**src/rtl/sfd_pkg.sv**
```systemverilog
package sfd_pkg;
  localparam int NET_W     = 20;
  localparam int SYS_W     = 12;
  localparam int CC_W      = 12;
  localparam int SEED_W    = NET_W + SYS_W + CC_W;
  localparam int SEQ_LEN   = 4320;
  localparam int PASS_BITS = 4300;
  localparam int SYNC_SKIP = 20;
  localparam int SLOT_BITS = 360;
  localparam int SLOTS     = 12;
  localparam int OFF_W     = $clog2(SLOTS);
  localparam int IDX_W     = $clog2(SEQ_LEN);
  localparam int CNT_W     = $clog2(PASS_BITS + 1);

  localparam logic [SEED_W-1:0] TAP_MASK =
    (SEED_W'(1) << 43) | (SEED_W'(1) << 33) | (SEED_W'(1) << 19) |
    (SEED_W'(1) << 14) | (SEED_W'(1) << 8)  | (SEED_W'(1) << 3);

  typedef enum logic [1:0] {ST_IDLE, ST_SKIP, ST_RUN} sfd_state_e;

  function automatic logic [IDX_W-1:0] skip_len(input logic [OFF_W-1:0] off);
    logic [OFF_W-1:0] oc;
    oc = (off > OFF_W'(SLOTS - 1)) ? OFF_W'(SLOTS - 1) : off;
    return IDX_W'(SYNC_SKIP) + IDX_W'(SLOT_BITS) * IDX_W'(oc);
  endfunction
endpackage

```
**src/rtl/sfd_lfsr.sv**
```systemverilog
module sfd_lfsr
  import sfd_pkg::*;
(
  input  logic              clk,
  input  logic              rst_n,
  input  logic              load_i,
  input  logic [SEED_W-1:0] seed_i,
  input  logic              step_i,
  input  logic              wrap_i,
  output logic              seq_bit_o
);
  logic [SEED_W-1:0] seed_q, seed_d;
  logic [SEED_W-1:0] sr_q, sr_d;
  logic              fb;

  always_comb begin
    fb     = ^(sr_q & TAP_MASK);
    seed_d = load_i ? seed_i : seed_q;
    if (load_i)      sr_d = seed_i;
    else if (wrap_i) sr_d = seed_q;
    else if (step_i) sr_d = {sr_q[SEED_W-2:0], fb};
    else             sr_d = sr_q;
  end

  always_ff @(posedge clk or negedge rst_n) begin
    if (!rst_n) begin
      seed_q <= '0;
      sr_q   <= '0;
    end else begin
      seed_q <= seed_d;
      sr_q   <= sr_d;
    end
  end

  assign seq_bit_o = sr_q[SEED_W-1];
endmodule

```
**src/rtl/sfd_ctrl.sv**
```systemverilog
module sfd_ctrl
  import sfd_pkg::*;
(
  input  logic             clk,
  input  logic             rst_n,
  input  logic             load_i,
  input  logic [OFF_W-1:0] offset_i,
  input  logic             rx_valid_i,
  output logic             step_o,
  output logic             wrap_o,
  output logic             accept_o,
  output logic             busy_o,
  output logic [IDX_W-1:0] seq_idx_o
);
  sfd_state_e       state_q, state_d;
  logic [IDX_W-1:0] skip_q, skip_d;
  logic [IDX_W-1:0] idx_q, idx_d;
  logic [CNT_W-1:0] out_q, out_d;
  logic [IDX_W-1:0] skip_init;

  always_comb begin
    skip_init = skip_len(offset_i);
    accept_o  = !load_i && (state_q == ST_RUN) && rx_valid_i;
    step_o    = (!load_i && (state_q == ST_SKIP)) || accept_o;
    wrap_o    = step_o && (idx_q == IDX_W'(SEQ_LEN - 1));

    state_d = state_q;
    skip_d  = skip_q;
    out_d   = out_q;
    if (wrap_o)      idx_d = '0;
    else if (step_o) idx_d = idx_q + 1'b1;
    else             idx_d = idx_q;

    if (load_i) begin
      idx_d   = '0;
      out_d   = '0;
      skip_d  = skip_init;
      state_d = (skip_init == '0) ? ST_RUN : ST_SKIP;
    end else begin
      case (state_q)
        ST_SKIP: begin
          skip_d = skip_q - 1'b1;
          if (skip_q == IDX_W'(1)) state_d = ST_RUN;
        end
        ST_RUN: begin
          if (accept_o) begin
            out_d = out_q + 1'b1;
            if (out_q == CNT_W'(PASS_BITS - 1)) state_d = ST_IDLE;
          end
        end
        default: state_d = ST_IDLE;
      endcase
    end
  end

  always_ff @(posedge clk or negedge rst_n) begin
    if (!rst_n) begin
      state_q <= ST_IDLE;
      skip_q  <= '0;
      idx_q   <= '0;
      out_q   <= '0;
    end else begin
      state_q <= state_d;
      skip_q  <= skip_d;
      idx_q   <= idx_d;
      out_q   <= out_d;
    end
  end

  assign busy_o    = (state_q == ST_SKIP);
  assign seq_idx_o = idx_q;
endmodule

```
**src/rtl/sf_descrambler.sv**
```systemverilog
module sf_descrambler
  import sfd_pkg::*;
(
  input  logic             clk,
  input  logic             rst_n,
  input  logic             load_i,
  input  logic [NET_W-1:0] net_id_i,
  input  logic [SYS_W-1:0] sys_id_i,
  input  logic [CC_W-1:0]  color_i,
  input  logic [OFF_W-1:0] slot_off_i,
  input  logic             rx_bit_i,
  input  logic             rx_valid_i,
  output logic             busy_o,
  output logic             dsc_bit_o,
  output logic             dsc_valid_o
);
  logic              rst_meta, rst_sn;
  logic              step, wrap, accept, seq_bit;
  logic [IDX_W-1:0]  seq_idx;
  logic [SEED_W-1:0] seed;
  logic              dbit_d;

  always_ff @(posedge clk or negedge rst_n) begin
    if (!rst_n) begin
      rst_meta <= 1'b0;
      rst_sn   <= 1'b0;
    end else begin
      rst_meta <= 1'b1;
      rst_sn   <= rst_meta;
    end
  end

  assign seed = {net_id_i, sys_id_i, color_i};

  sfd_ctrl u_ctrl (
    .clk(clk), .rst_n(rst_sn), .load_i(load_i), .offset_i(slot_off_i),
    .rx_valid_i(rx_valid_i), .step_o(step), .wrap_o(wrap),
    .accept_o(accept), .busy_o(busy_o), .seq_idx_o(seq_idx)
  );

  sfd_lfsr u_lfsr (
    .clk(clk), .rst_n(rst_sn), .load_i(load_i), .seed_i(seed),
    .step_i(step), .wrap_i(wrap), .seq_bit_o(seq_bit)
  );

  always_comb dbit_d = accept ? (rx_bit_i ^ seq_bit) : dsc_bit_o;

  always_ff @(posedge clk or negedge rst_sn) begin
    if (!rst_sn) begin
      dsc_bit_o   <= 1'b0;
      dsc_valid_o <= 1'b0;
    end else begin
      dsc_bit_o   <= dbit_d;
      dsc_valid_o <= accept;
    end
  end
endmodule

```
**config.mk**
```make
export PLATFORM = sky130hd
export DESIGN_NAME = sf_descrambler
export DESIGN_NICKNAME = d
export VERILOG_FILES = /design/src/rtl/sfd_pkg.sv /design/src/rtl/sfd_lfsr.sv /design/src/rtl/sfd_ctrl.sv /design/src/rtl/sf_descrambler.sv
export SDC_FILE = /design/constraint.sdc
export NUM_CORES = 1
export LEC_CHECK = 0
export CORE_ASPECT_RATIO = 0.8
export CORE_MARGIN = 2
export CORE_UTILIZATION = 53
export DETAILED_ROUTE_END_ITERATION = 10
export GPL_TIMING_DRIVEN = 0
export MAX_ROUTING_LAYER = met4
export PLACE_DENSITY = 0.77
export SLEW_MARGIN = 10
export SYNTH_ARGS = -nofsm -noshare
export SYNTH_HDL_FRONTEND = slang
export SYNTH_SLANG_ARGS = --single-unit
```
**constraint.sdc**
```tcl
create_clock -name clk -period 4.1 [get_ports clk]
set_input_delay 0.615 -clock clk [delete_from_list [all_inputs] [get_ports clk]]
set_output_delay 0.615 -clock clk [all_outputs]
set_load 0.03 [all_outputs]
```
==> results.toml <==
[timing]
drv_slew = 0
setup_violations = 0
fmax_mhz = 295
period_share_pct = 82.6
rsz0062_at_grt = "false"
whs_ns = 0.293
finalHoldViolations = 0
finalCriticalPeriod_ns = 3.39
skew_ns = 0.0116
setup-tns-final_ns = 0
tightestPinTransition_ns = 0.790
max_slew_margin_pct = 47.3
fin_ws_ns = 0.713

[pwr]
finalPower_uw = 3650
p_leak_uw = 0.00324
p_sw_share_pct = 24.6
cellPowerDensity_nw_per_um2 = 454
pwr-share-clk_pct = 46.5
p_switching_uw = 898
combPwrFrac_pct = 11.8
power_frac_seq_pct = 41.7
p_int_uw = 2750
ir_drop_uv = 345

[synth]
yosysSeqAreaShare_pct = 50.4
syn_area_um2 = 6610
synth_top_area_share_pct = 50.4
synth_top_cell_by_area = "dfrtp_1"
async_reset_ff_share_pct = 100
synth_seq_cells = 133
synthesis.nets = 664
syn_area_per_cell_um2 = 11.1
synth-edff-count = 0
ys_top_cells_by_area = "dfrtp_1, mux2_2, mux2i_1, a22oi_1, o21ai_0"
synth-main-ff-cell = "dfrtp_1"
syn_inst = 593
ys_warn_count = 0
synth.distinct_cells = 51

[floorplanning]
die_w_um = 129
rows = 36
die_h_um = 104
num_io_pins = 56
core_area_um2 = 12200
design.die.area_um2 = 13400
initial_utilization_pct = 54.3

[outcome]
status = "finished, final reports clean"

[clock_tree]
post_cts_buffers = 0
clockRootBuffer = "clkbuf_16"
clock_latency_ns = 0.42
clk_pin_slew_worst_paths_ns = 0.06
numCtsBuffers = 17
clkSinkCount = 133
clock_path_buffers = 2
cts_resized = 0
htreeDepth = 4
tritoncts = "done"
cts-hold-fix-buffers = 0

[placement]
dp_hpwl_mm = 9.82
portBuffers = 53
gp_congestion = 0.803
preCtsSetupSlack_ns = 0.295

[setup_path]
critPathTopFamily = "adder cells"
crit_path_max_incr_delay_ns = 0.55
rrSetupSlack_ns = 1.84
crit_path_start_kind = "input pin"
crit_arrival_ns = 3.71
cp_data_required_time_ns = 4.43
worst-setup-path-type = "in2reg"
crit_buf_inv = 3
worstPathMaxFanout = 5
cp_slowest_cell = "clkdlybuf4s50_1"
path_cells = "clkdlybuf4s50_1 > nor2b_1 > ha_1 > inv_1 > fa_1 > inv_1 > ha_1 > xnor2_1 > nor3b_1 > nand3_1 > o2bb2ai_1 > nor3_1"
endpoint_kind = "flop"

[final_layout]
drive_gt1_share_pct = 14.7
nets = 738
diodes = 0
area_growth_syn_to_layout_pct = 21.9

[route]
vias = 4912
dr.pass1.iters = 5
finalWirelength_mm = 14.6
ant_nets = 0
drc_errors = 0
vias_per_cell = 5.90
wire_per_inst_um = 17.6
drt_iter0_markers = 406

[run]
cap_violations = 0

[grt]
grt_max_degree = 55
grt_pass1_wl_mm = 24.4
track_usage_pct = 23.7
grt_antenna_before_repair = 0
grt-ovfl-total = 0
grt_pass1_vias = 4978

[hold_path]
hold_class = "reg2async"
-- cell usage after synthesis, types with 2 or more instances --
cell type	number
or2_2	4
or4_1	2
fa_1	2
o21ai_0	57
dfrtp_1	133
and2_1	2
and3_1	3
ha_1	16
conb_1	2
inv_1	13
nand4_1	9
nand3b_1	2
a21oi_1	11
nand2b_1	4
mux2_2	44
mux2i_1	44
nor3b_1	2
a211oi_1	2
xor2_1	25
nand2_1	28
nor4b_1	2
buf_2	4
buf_1	2
buf_8	4
or3_1	5
nor4_1	3
nor2b_1	4
nor2_1	42
a22oi_1	43
a21o_1	3
clkbuf_1	20
xnor2_1	20
nand3_1	10
nor3_1	9
-- power groups by stage --
stage	sequential [uW]	clock, uW	combinational (uW)
finish	1520	1700	430
global route	1540	1780	481
CTS	1520	1710	432
detailed placement	1540	0	427
global placement	1550	0	383
floorplan	1530	0	283
-- placed cells by master (no fill, tap or decap), drive strengths merged, types with 3 or more instances in the layout --
master,instances
nand2,28
a21oi,11
nor4,4
and3,4
or2,4
inv,16
xor2,25
nor2b,4
clkinvlp,3
nand4,9
dfrtp,133
mux2,44
mux2i,44
clkbuf,38
clkinv,4
a22oi,43
o21ai,57
nor3,10
clkdlybuf4s50,53
nand2b,4
nand3,10
bufinv,5
buf,14
or3,5
a21o,3
ha,16
nor2,43
xnor2,20
-- final timing paths --
kind | depth (start not counted) | to | start
max | 12 | u_ctrl.skip_q[11] | slot_off_i[2]
min | 0 | u_ctrl.skip_q[4] | rst_sn
max reg2reg | 7 | u_lfsr.sr_q[20] | u_ctrl.seq_idx_o[8]
min reg2reg | 0 | u_ctrl.skip_q[4] | rst_sn
max in group asynchronous | 1 | u_lfsr.sr_q[5] | rst_sn
min in group clk | 0 | rst_sn | rst_meta
-- cell type report --
class	instances	area, um2
Clock buffer	18	439
Multi-Input combinational cell	414	3030
Tap cell	152	190
Clock inverter	14	225
Inverter	14	52.6
Timing Repair Buffer	55	586
Fill cell	911	4110
Sequential cell	133	3330
Buffer	32	194
-- kinds of logic after synthesis --
kind of cell	Yosys count	share of synthesized area [%]
other cells	2	0.114
fa+ha+maj	18	3.64
buf+inv	46	3.73
flops	133	50.4
simple gates	139	10.7
mux	88	14.2
compound gates	122	11.3
xor+xnor	45	5.97
-- per-layer routing --
metal / GRT usage [%] / wire [um] / vias up
li1: - / - / 2260
met3: 4.27 / 558 / 22
met2: 36.2 / 7120 / 141
met5: - / 0 / -
met4: 8.62 / 231 / 0
met1: 32.0 / 6690 / 2489
-- metrics by stage --
step | instances | utilization [%] | instance area [um2]
global placement | 798 | 60.2 | 7330
detailed placement | 800 | 60.7 | 7390
finish | 832 | 66.2 | 8050
global route | 832 | 66.2 | 8050
floorplan | 593 | - | 6610
CTS | 832 | 66.2 | 8050
-- state kept, by name (all words and copies together), names as in the netlist --
| register | cells |
|---|---|
| u_ctrl.out_q | 13 |
| rst_sn | 1 |
| u_ctrl.state_q | 2 |
| u_lfsr.sr_q | 44 |
| u_ctrl.seq_idx_o | 13 |
| rst_meta | 1 |
| u_ctrl.skip_q | 13 |
| dsc_bit_o | 1 |
| dsc_valid_o | 1 |
| u_lfsr.seed_q | 44 |
No activity file was read; power rests on OpenSTA's default activity.
